$ cat src/rtl/i2c_nvm_pkg.sv
package i2c_nvm_pkg;

    localparam int ADDR_W  = 8;
    localparam int DATA_W  = 8;
    localparam int BITCNT_W = 4;

    typedef enum logic [2:0] {
        S_IDLE,
        S_RX,
        S_RX_ACK,
        S_TX,
        S_TX_ACK,
        S_WAIT
    } bus_st_e;

    typedef enum logic [1:0] {
        PH_DEV,
        PH_WORD,
        PH_DATA
    } rx_phase_e;

    typedef struct packed {
        bus_st_e              st;
        rx_phase_e            ph;
        logic [BITCNT_W-1:0]  cnt;
        logic [DATA_W-1:0]    sh;
        logic [ADDR_W-1:0]    ptr;
        logic [DATA_W-1:0]    wdat;
        logic                 oe;
        logic                 rw;
        logic                 wpend;
        logic                 mack;
    } ctl_t;

endpackage

$ cat src/rtl/i2c_line_sync.sv
module i2c_line_sync #(
    parameter int WIDTH  = 2,
    parameter int STAGES = 2
) (
    input  logic             clk,
    input  logic             rst_n,
    input  logic [WIDTH-1:0] din,
    output logic [WIDTH-1:0] dout,
    output logic [WIDTH-1:0] dprev
);

    logic [WIDTH-1:0] stg_q [STAGES];

    always_ff @(posedge clk) begin
        if (!rst_n) stg_q[0] <= '1;
        else        stg_q[0] <= din;
    end

    genvar g;
    generate
        for (g = 1; g < STAGES; g++) begin : g_stage
            always_ff @(posedge clk) begin
                if (!rst_n) stg_q[g] <= '1;
                else        stg_q[g] <= stg_q[g-1];
            end
        end
    endgenerate

    assign dout = stg_q[STAGES-1];

    always_ff @(posedge clk) begin
        if (!rst_n) dprev <= '1;
        else        dprev <= dout;
    end

endmodule

$ cat src/rtl/i2c_nvm_array.sv
module i2c_nvm_array #(
    parameter int AW = 8,
    parameter int DW = 8
) (
    input  logic          clk,
    input  logic          rst_n,
    input  logic          we,
    input  logic [AW-1:0] waddr,
    input  logic [DW-1:0] wdata,
    input  logic [AW-1:0] raddr,
    output logic [DW-1:0] rdata
);

    localparam int DEPTH = 1 << AW;

    logic [DW-1:0] cell_q [DEPTH];

    always_ff @(posedge clk) begin
        if (!rst_n) begin
            for (int i = 0; i < DEPTH; i++) cell_q[i] <= '0;
        end else if (we) begin
            cell_q[waddr] <= wdata;
        end
    end

    assign rdata = cell_q[raddr];

endmodule

$ cat src/rtl/i2c_prog_timer.sv
module i2c_prog_timer #(
    parameter int CYCLES = 500
) (
    input  logic clk,
    input  logic rst_n,
    input  logic start,
    output logic busy
);

    localparam int CW = $clog2(CYCLES + 1);

    logic [CW-1:0] cnt_d, cnt_q;

    always_comb begin
        cnt_d = cnt_q;
        if (start)               cnt_d = CW'(CYCLES);
        else if (cnt_q != '0)    cnt_d = cnt_q - CW'(1);
    end

    always_ff @(posedge clk) begin
        if (!rst_n) cnt_q <= '0;
        else        cnt_q <= cnt_d;
    end

    assign busy = (cnt_q != '0);

endmodule

$ cat src/rtl/i2c_nvm_target.sv
module i2c_nvm_target
    import i2c_nvm_pkg::*;
#(
    parameter logic [6:0] DEV_ADDR    = 7'b1010000,
    parameter int         PROG_CYCLES = 500,
    parameter int         SYNC_STAGES = 2
) (
    input  logic clk,
    input  logic rst_n,
    input  logic scl_i,
    input  logic sda_i,
    output logic sda_oe_o,
    output logic busy_o
);

    logic [1:0] line_s, line_p;
    logic scl_s, sda_s, scl_p, sda_p;
    logic scl_rise, scl_fall, start_det, stop_det;
    logic wr_en, prog_start;
    logic [DATA_W-1:0] rd_data;
    ctl_t ctl_d, ctl_q;

    i2c_line_sync #(.WIDTH(2), .STAGES(SYNC_STAGES)) u_sync (
        .clk   (clk),
        .rst_n (rst_n),
        .din   ({scl_i, sda_i}),
        .dout  (line_s),
        .dprev (line_p)
    );

    assign scl_s = line_s[1];
    assign sda_s = line_s[0];
    assign scl_p = line_p[1];
    assign sda_p = line_p[0];

    assign scl_rise  =  scl_s & ~scl_p;
    assign scl_fall  = ~scl_s &  scl_p;
    assign start_det =  scl_s &  scl_p &  sda_p & ~sda_s;
    assign stop_det  =  scl_s &  scl_p & ~sda_p &  sda_s;

    i2c_nvm_array #(.AW(ADDR_W), .DW(DATA_W)) u_array (
        .clk   (clk),
        .rst_n (rst_n),
        .we    (wr_en),
        .waddr (ctl_q.ptr),
        .wdata (ctl_q.wdat),
        .raddr (ctl_q.ptr),
        .rdata (rd_data)
    );

    i2c_prog_timer #(.CYCLES(PROG_CYCLES)) u_timer (
        .clk   (clk),
        .rst_n (rst_n),
        .start (prog_start),
        .busy  (busy_o)
    );

    always_comb begin
        ctl_d      = ctl_q;
        wr_en      = 1'b0;
        prog_start = 1'b0;

        if (start_det) begin
            ctl_d.st    = S_RX;
            ctl_d.ph    = PH_DEV;
            ctl_d.cnt   = '0;
            ctl_d.oe    = 1'b0;
            ctl_d.wpend = 1'b0;
            ctl_d.mack  = 1'b0;
        end else if (stop_det) begin
            ctl_d.st    = S_IDLE;
            ctl_d.oe    = 1'b0;
            ctl_d.wpend = 1'b0;
            ctl_d.mack  = 1'b0;
            if (ctl_q.wpend) begin
                wr_en      = 1'b1;
                prog_start = 1'b1;
            end
        end else begin
            case (ctl_q.st)
                S_RX: begin
                    if (scl_rise && ctl_q.cnt != 4'd8) begin
                        ctl_d.sh  = {ctl_q.sh[DATA_W-2:0], sda_s};
                        ctl_d.cnt = ctl_q.cnt + 4'd1;
                    end else if (scl_fall && ctl_q.cnt == 4'd8) begin
                        ctl_d.cnt = '0;
                        case (ctl_q.ph)
                            PH_DEV: begin
                                if (ctl_q.sh[7:1] == DEV_ADDR && !busy_o) begin
                                    ctl_d.oe = 1'b1;
                                    ctl_d.rw = ctl_q.sh[0];
                                    ctl_d.st = S_RX_ACK;
                                end else begin
                                    ctl_d.st = S_WAIT;
                                end
                            end
                            PH_WORD: begin
                                ctl_d.ptr = ctl_q.sh;
                                ctl_d.oe  = 1'b1;
                                ctl_d.st  = S_RX_ACK;
                            end
                            default: begin
                                ctl_d.wdat  = ctl_q.sh;
                                ctl_d.wpend = 1'b1;
                                ctl_d.oe    = 1'b1;
                                ctl_d.st    = S_RX_ACK;
                            end
                        endcase
                    end
                end
                S_RX_ACK: begin
                    if (scl_fall) begin
                        ctl_d.oe  = 1'b0;
                        ctl_d.cnt = '0;
                        if (ctl_q.ph == PH_DEV && ctl_q.rw) begin
                            ctl_d.st = S_TX;
                            ctl_d.sh = rd_data;
                            ctl_d.oe = ~rd_data[DATA_W-1];
                        end else if (ctl_q.ph == PH_DATA) begin
                            ctl_d.st = S_WAIT;
                        end else begin
                            ctl_d.st = S_RX;
                            ctl_d.ph = (ctl_q.ph == PH_DEV) ? PH_WORD : PH_DATA;
                        end
                    end
                end
                S_TX: begin
                    if (scl_rise) begin
                        ctl_d.cnt = ctl_q.cnt + 4'd1;
                    end else if (scl_fall) begin
                        if (ctl_q.cnt == 4'd8) begin
                            ctl_d.oe  = 1'b0;
                            ctl_d.st  = S_TX_ACK;
                            ctl_d.ptr = ctl_q.ptr + 8'd1;
                            ctl_d.cnt = '0;
                        end else begin
                            ctl_d.sh = {ctl_q.sh[DATA_W-2:0], 1'b0};
                            ctl_d.oe = ~ctl_q.sh[DATA_W-2];
                        end
                    end
                end
                S_TX_ACK: begin
                    if (scl_rise) begin
                        if (sda_s) ctl_d.st   = S_WAIT;
                        else       ctl_d.mack = 1'b1;
                    end else if (scl_fall && ctl_q.mack) begin
                        ctl_d.mack = 1'b0;
                        ctl_d.st   = S_TX;
                        ctl_d.sh   = rd_data;
                        ctl_d.oe   = ~rd_data[DATA_W-1];
                    end
                end
                default: begin
                    ctl_d.oe = 1'b0;
                end
            endcase
        end
    end

    always_ff @(posedge clk) begin
        if (!rst_n) begin
            ctl_q <= '{st: S_IDLE, ph: PH_DEV, default: '0};
        end else begin
            ctl_q <= ctl_d;
        end
    end

    assign sda_oe_o = ctl_q.oe;

endmodule

$ cat config.mk
export PLATFORM = sky130hd
export DESIGN_NAME = i2c_nvm_target
export DESIGN_NICKNAME = d
export VERILOG_FILES = /design/src/rtl/i2c_nvm_pkg.sv /design/src/rtl/i2c_line_sync.sv /design/src/rtl/i2c_nvm_array.sv /design/src/rtl/i2c_prog_timer.sv /design/src/rtl/i2c_nvm_target.sv
export SDC_FILE = /design/constraint.sdc
export NUM_CORES = 2
export LEC_CHECK = 0
export BUFFER_PORTS_ARGS = -buffer_cell sky130_fd_sc_hd__buf_2
export CAP_MARGIN = 0
export CORE_MARGIN = 2
export CORE_UTILIZATION = 40
export DETAILED_ROUTE_END_ITERATION = 10
export PLACE_DENSITY_LB_ADDON = 0.25
export SETUP_SLACK_MARGIN = 0.02
export SLEW_MARGIN = 40
export SYNTH_ARGS = -nofsm -noshare
export SYNTH_HDL_FRONTEND = slang
export SYNTH_SLANG_ARGS = --single-unit
$ cat constraint.sdc
create_clock -name clk -period 4.4 [get_ports clk]
set_input_delay 0.88 -clock clk [delete_from_list [all_inputs] [get_ports clk]]
set_output_delay 0.88 -clock clk [all_outputs]
set_load 0.05 [all_outputs]
==> metrics.csv <==
stage,metric,value,unit
floorplan,DIE HEIGHT,499,um
grt,vias in the first global route,59000,
clocking,CTS sink cnt,2108,
floorplan,Boundary Pins,6,
finish,post-route insts no fill,10300,
synthesis,Syn Std Cell Area,0.0981,mm2
synthesis,ys async rst share,0,%
finish,area grow syn2layout,13.4,%
job,Max-cap violations,0,
floorplan,Initial Util,40.3,%
synthesis,top-count cell post-synth,edfxtp_1,
drt,drt total wl,296,mm
setup_path,slowest library cell on the worst path,dfxtp_4,
floorplan,Die ar.,0.249,mm2
clocking,"Clk Latency, worst-skew pair",0.88,ns
setup_path,R2R depth,8,
drt,Initial DRC Count,7921,
setup_path,type of the worst setup path,register to register,
synthesis,Cells after Synth,6751,
power,leakage,0.0374,uW
placement,RePlAce Congestion,0.897,
placement,post-DP HPWL,188,mm
drt,Vias,59000,
drt,post-DR vias/cell,5.73,
floorplan,Row Count,181,
synthesis,post-synth top area cell,edfxtp_1,
synthesis,ys flop type,edfxtp_1,
placement,# placed instances,9874,
setup_path,worst path arrival time,4.69,ns
sta,min cycle time layout,3.94,ns
setup_path,CP Buf/Inv Count,1,
clocking,"Setup Fix Bufs, Post-CTS",0,
finish,FILL cells,21300,
sta,Pins Over Slew Limit,0,
drt,First-pass DRT Iterations,8,
setup_path,critical-path cell list,"buf_12, mux4_2, mux2_2, o221ai_1, nand4_1, o211ai_1, o22ai_1, a22o_1",
setup_path,max incr delay on CP,0.95,ns
clocking,post-cts resize count,0,
finish,fin nets,6911,
floorplan,Core ar.,0.244,mm2
sta,Tcrit/Tclk final,89.4,%
synthesis,register area share after synthesis,63.9,%
grt,grt ovf,0,
clocking,total CTS buffers,220,
synthesis,synth warn,0,
sta,RSZ-0062 raised after global routing,no,
synthesis,synthesis-stage register bit count,2108,
placement,PortBufs,5,
drt,ANT nets after route,0,
clocking,Worst-path clk slew,0.06,ns
sta,hold_ws,0.298,ns
sta,skew final,0.0606,ns
sta,Setup Viol. Count Final,0,
setup_path,Crit path depth,8,
synthesis,top-area cell type share of the netlist area,62.7,%
clocking,CTS root buf,clkbuf_16,
clocking,Max clock buf depth,3,
drt,drt wl/cell,28.7,um
sta,Max Fclk,254,MHz
synthesis,Post-synth EDFFs,2048,
synthesis,Cell variety after synth,70,
sta,relative slew slack,35.8,%
setup_path,CP top delay family,compound AO/OA/AOI/OAI gates,
run_status,outcome,"complete, no violations",
setup_path,startpoint class of the critical path,register,
synthesis,Area contributors post-synth,"edfxtp_1 63%, and2_1 12%, mux4_2 12%, clkbuf_1 1.7%, mux2i_1 1.4%",
clocking,CTS tree,built,
power,Power Dens Cells,401,mW/mm2
power,VDD IR max,419,uV
clocking,htree depth,4,
grt,global-route wire length before repair,428,mm
sta,TNS Setup,0,ns
synthesis,Synthesized Nets,6766,
synthesis,"Avg Cell Area, Syn",14.5,um2
worst_hold_path,Hold Crit Class,primary input to register,
setup_path,Required @ worst endpoint,5.15,ns
floorplan,Die X,499,um
setup_path,CP endpoint kind,register,
sta,Slew @ Worst Pin,0.951,ns
synthesis,commonest cells in the netlist,"2,048 x edfxtp_1, 1,940 x and2_1, 507 x mux4_2",
sta,final hold vios,0,
grt,largest net degree at the start of global routing,146,
power,Tot Pwr,44600,uW
grt,GR Util All Layers,23.5,%
drt,DRC,0,
clocking,# hold bufs at CTS,0,
worst_hold_path,WHS Path Cells,2,
finish,share of layout cells above drive strength 1,19.3,%
grt,antenna violations before repair,10,
setup_path,crit-path max FO,37,
==> cells by family after synthesis <==
family          count (synthesis)  share of synthesized area [%]
simple gates                 2784                           16.4
flops                        2108                           63.9
mux                           654                           13.1
buf+inv                       603                           2.76
compound gates                582                           3.63
fa+ha+maj                      11                          0.140
xor+xnor                        9                         0.0803
==> worst paths after layout <==
path                 startpoint                  to  slack [ns]
min reg2reg  u_sync.stg_q[0][0]  u_sync.stg_q[1][0]        0.41
min                       scl_i  u_sync.stg_q[0][1]        0.30
max reg2reg            register           ctl_q[24]        0.46
max                    register           ctl_q[24]        0.46
==> layout make-up <==
cell class	instances	area [um2]	share of cell area (%)
sequential	2108	62800	56.4
antenna	5	12.5	0.0112
clock buffer	276	5770	5.18
timing repair buffer	501	4470	4.01
multi-input combinational	4040	32900	29.5
tap	3202	4010	3.60
clock inverter	131	1350	1.22
inverter	25	103	0.0921
==> cells in the final DEF, fill, tap and decap left out, types with 9 or more instances in the layout <==
cell type	netlist	final
ha_1	11	11
inv_1	22	18
nor2_1	327	324
buf_4	20	441
clkinv_2	0	36
nand4_1	17	17
a31oi_1	20	20
o221ai_1	47	47
nand3_2	0	12
nor3_1	37	35
dfxtp_1	60	44
clkinv_1	3	57
or3_1	9	9
nor2b_1	19	17
edfxtp_1	2048	2048
nand3_1	52	40
bufinv_16	0	22
and3_1	146	146
a22oi_1	31	31
o22ai_1	41	41
o21ai_0	274	274
clkbuf_1	433	53
a21oi_1	78	78
nand2_1	186	185
mux4_2	507	507
dfxtp_4	0	13
and2_1	1940	1939
mux2i_1	139	139
clkbuf_16	0	222
a211oi_1	13	13
buf_12	1	52
nand2b_1	25	23
==> worst reg2reg max path: stages, from the launching register on <==
cell and delay (ns):
dfxtp_4 0.95, buf_12 0.39, mux4_2 0.59, mux2_2 0.28, o221ai_1 0.46, nand4_1 0.39, o211ai_1 0.38, o22ai_1 0.19
a22o_1 0.20
==> sequential cells by signal, summed over array words and instances (netlist names), named ones only <==
name and flops:
ctl_q 36, sda_oe_o 1, u_array.cell_q 2048, u_sync.dprev 2, u_sync.stg_q 4, u_timer.cnt_q 9
==> per-stage QoR <==
stage               util [%]  instance area [um2]  setup WS (ns)
finish                  45.7               111000          0.465
global placement        42.7               104000          0.354
floorplan                  -                98100          0.964
detailed placement      42.7               104000          0.681
CTS                     45.7               111000          0.675
global route            45.7               111000          0.556
==> power breakdown <==
group          switching, uW  leakage (uW)  internal (uW)
Combinational           1590        0.0140            986
Sequential               421        0.0199          23000
Clock                   8110       0.00346          10600
Total                  10100        0.0374          34500
==> per-layer routing <==
layer	global-route usage [%]	share of wire, %	wire [um]
met1	33.0	42	124000
met2	36.7	46	137000
met3	4.59	8.3	24500
met4	7.97	3.6	10500
met5	0	0.019	57
(Power assumes the default switching activity.)
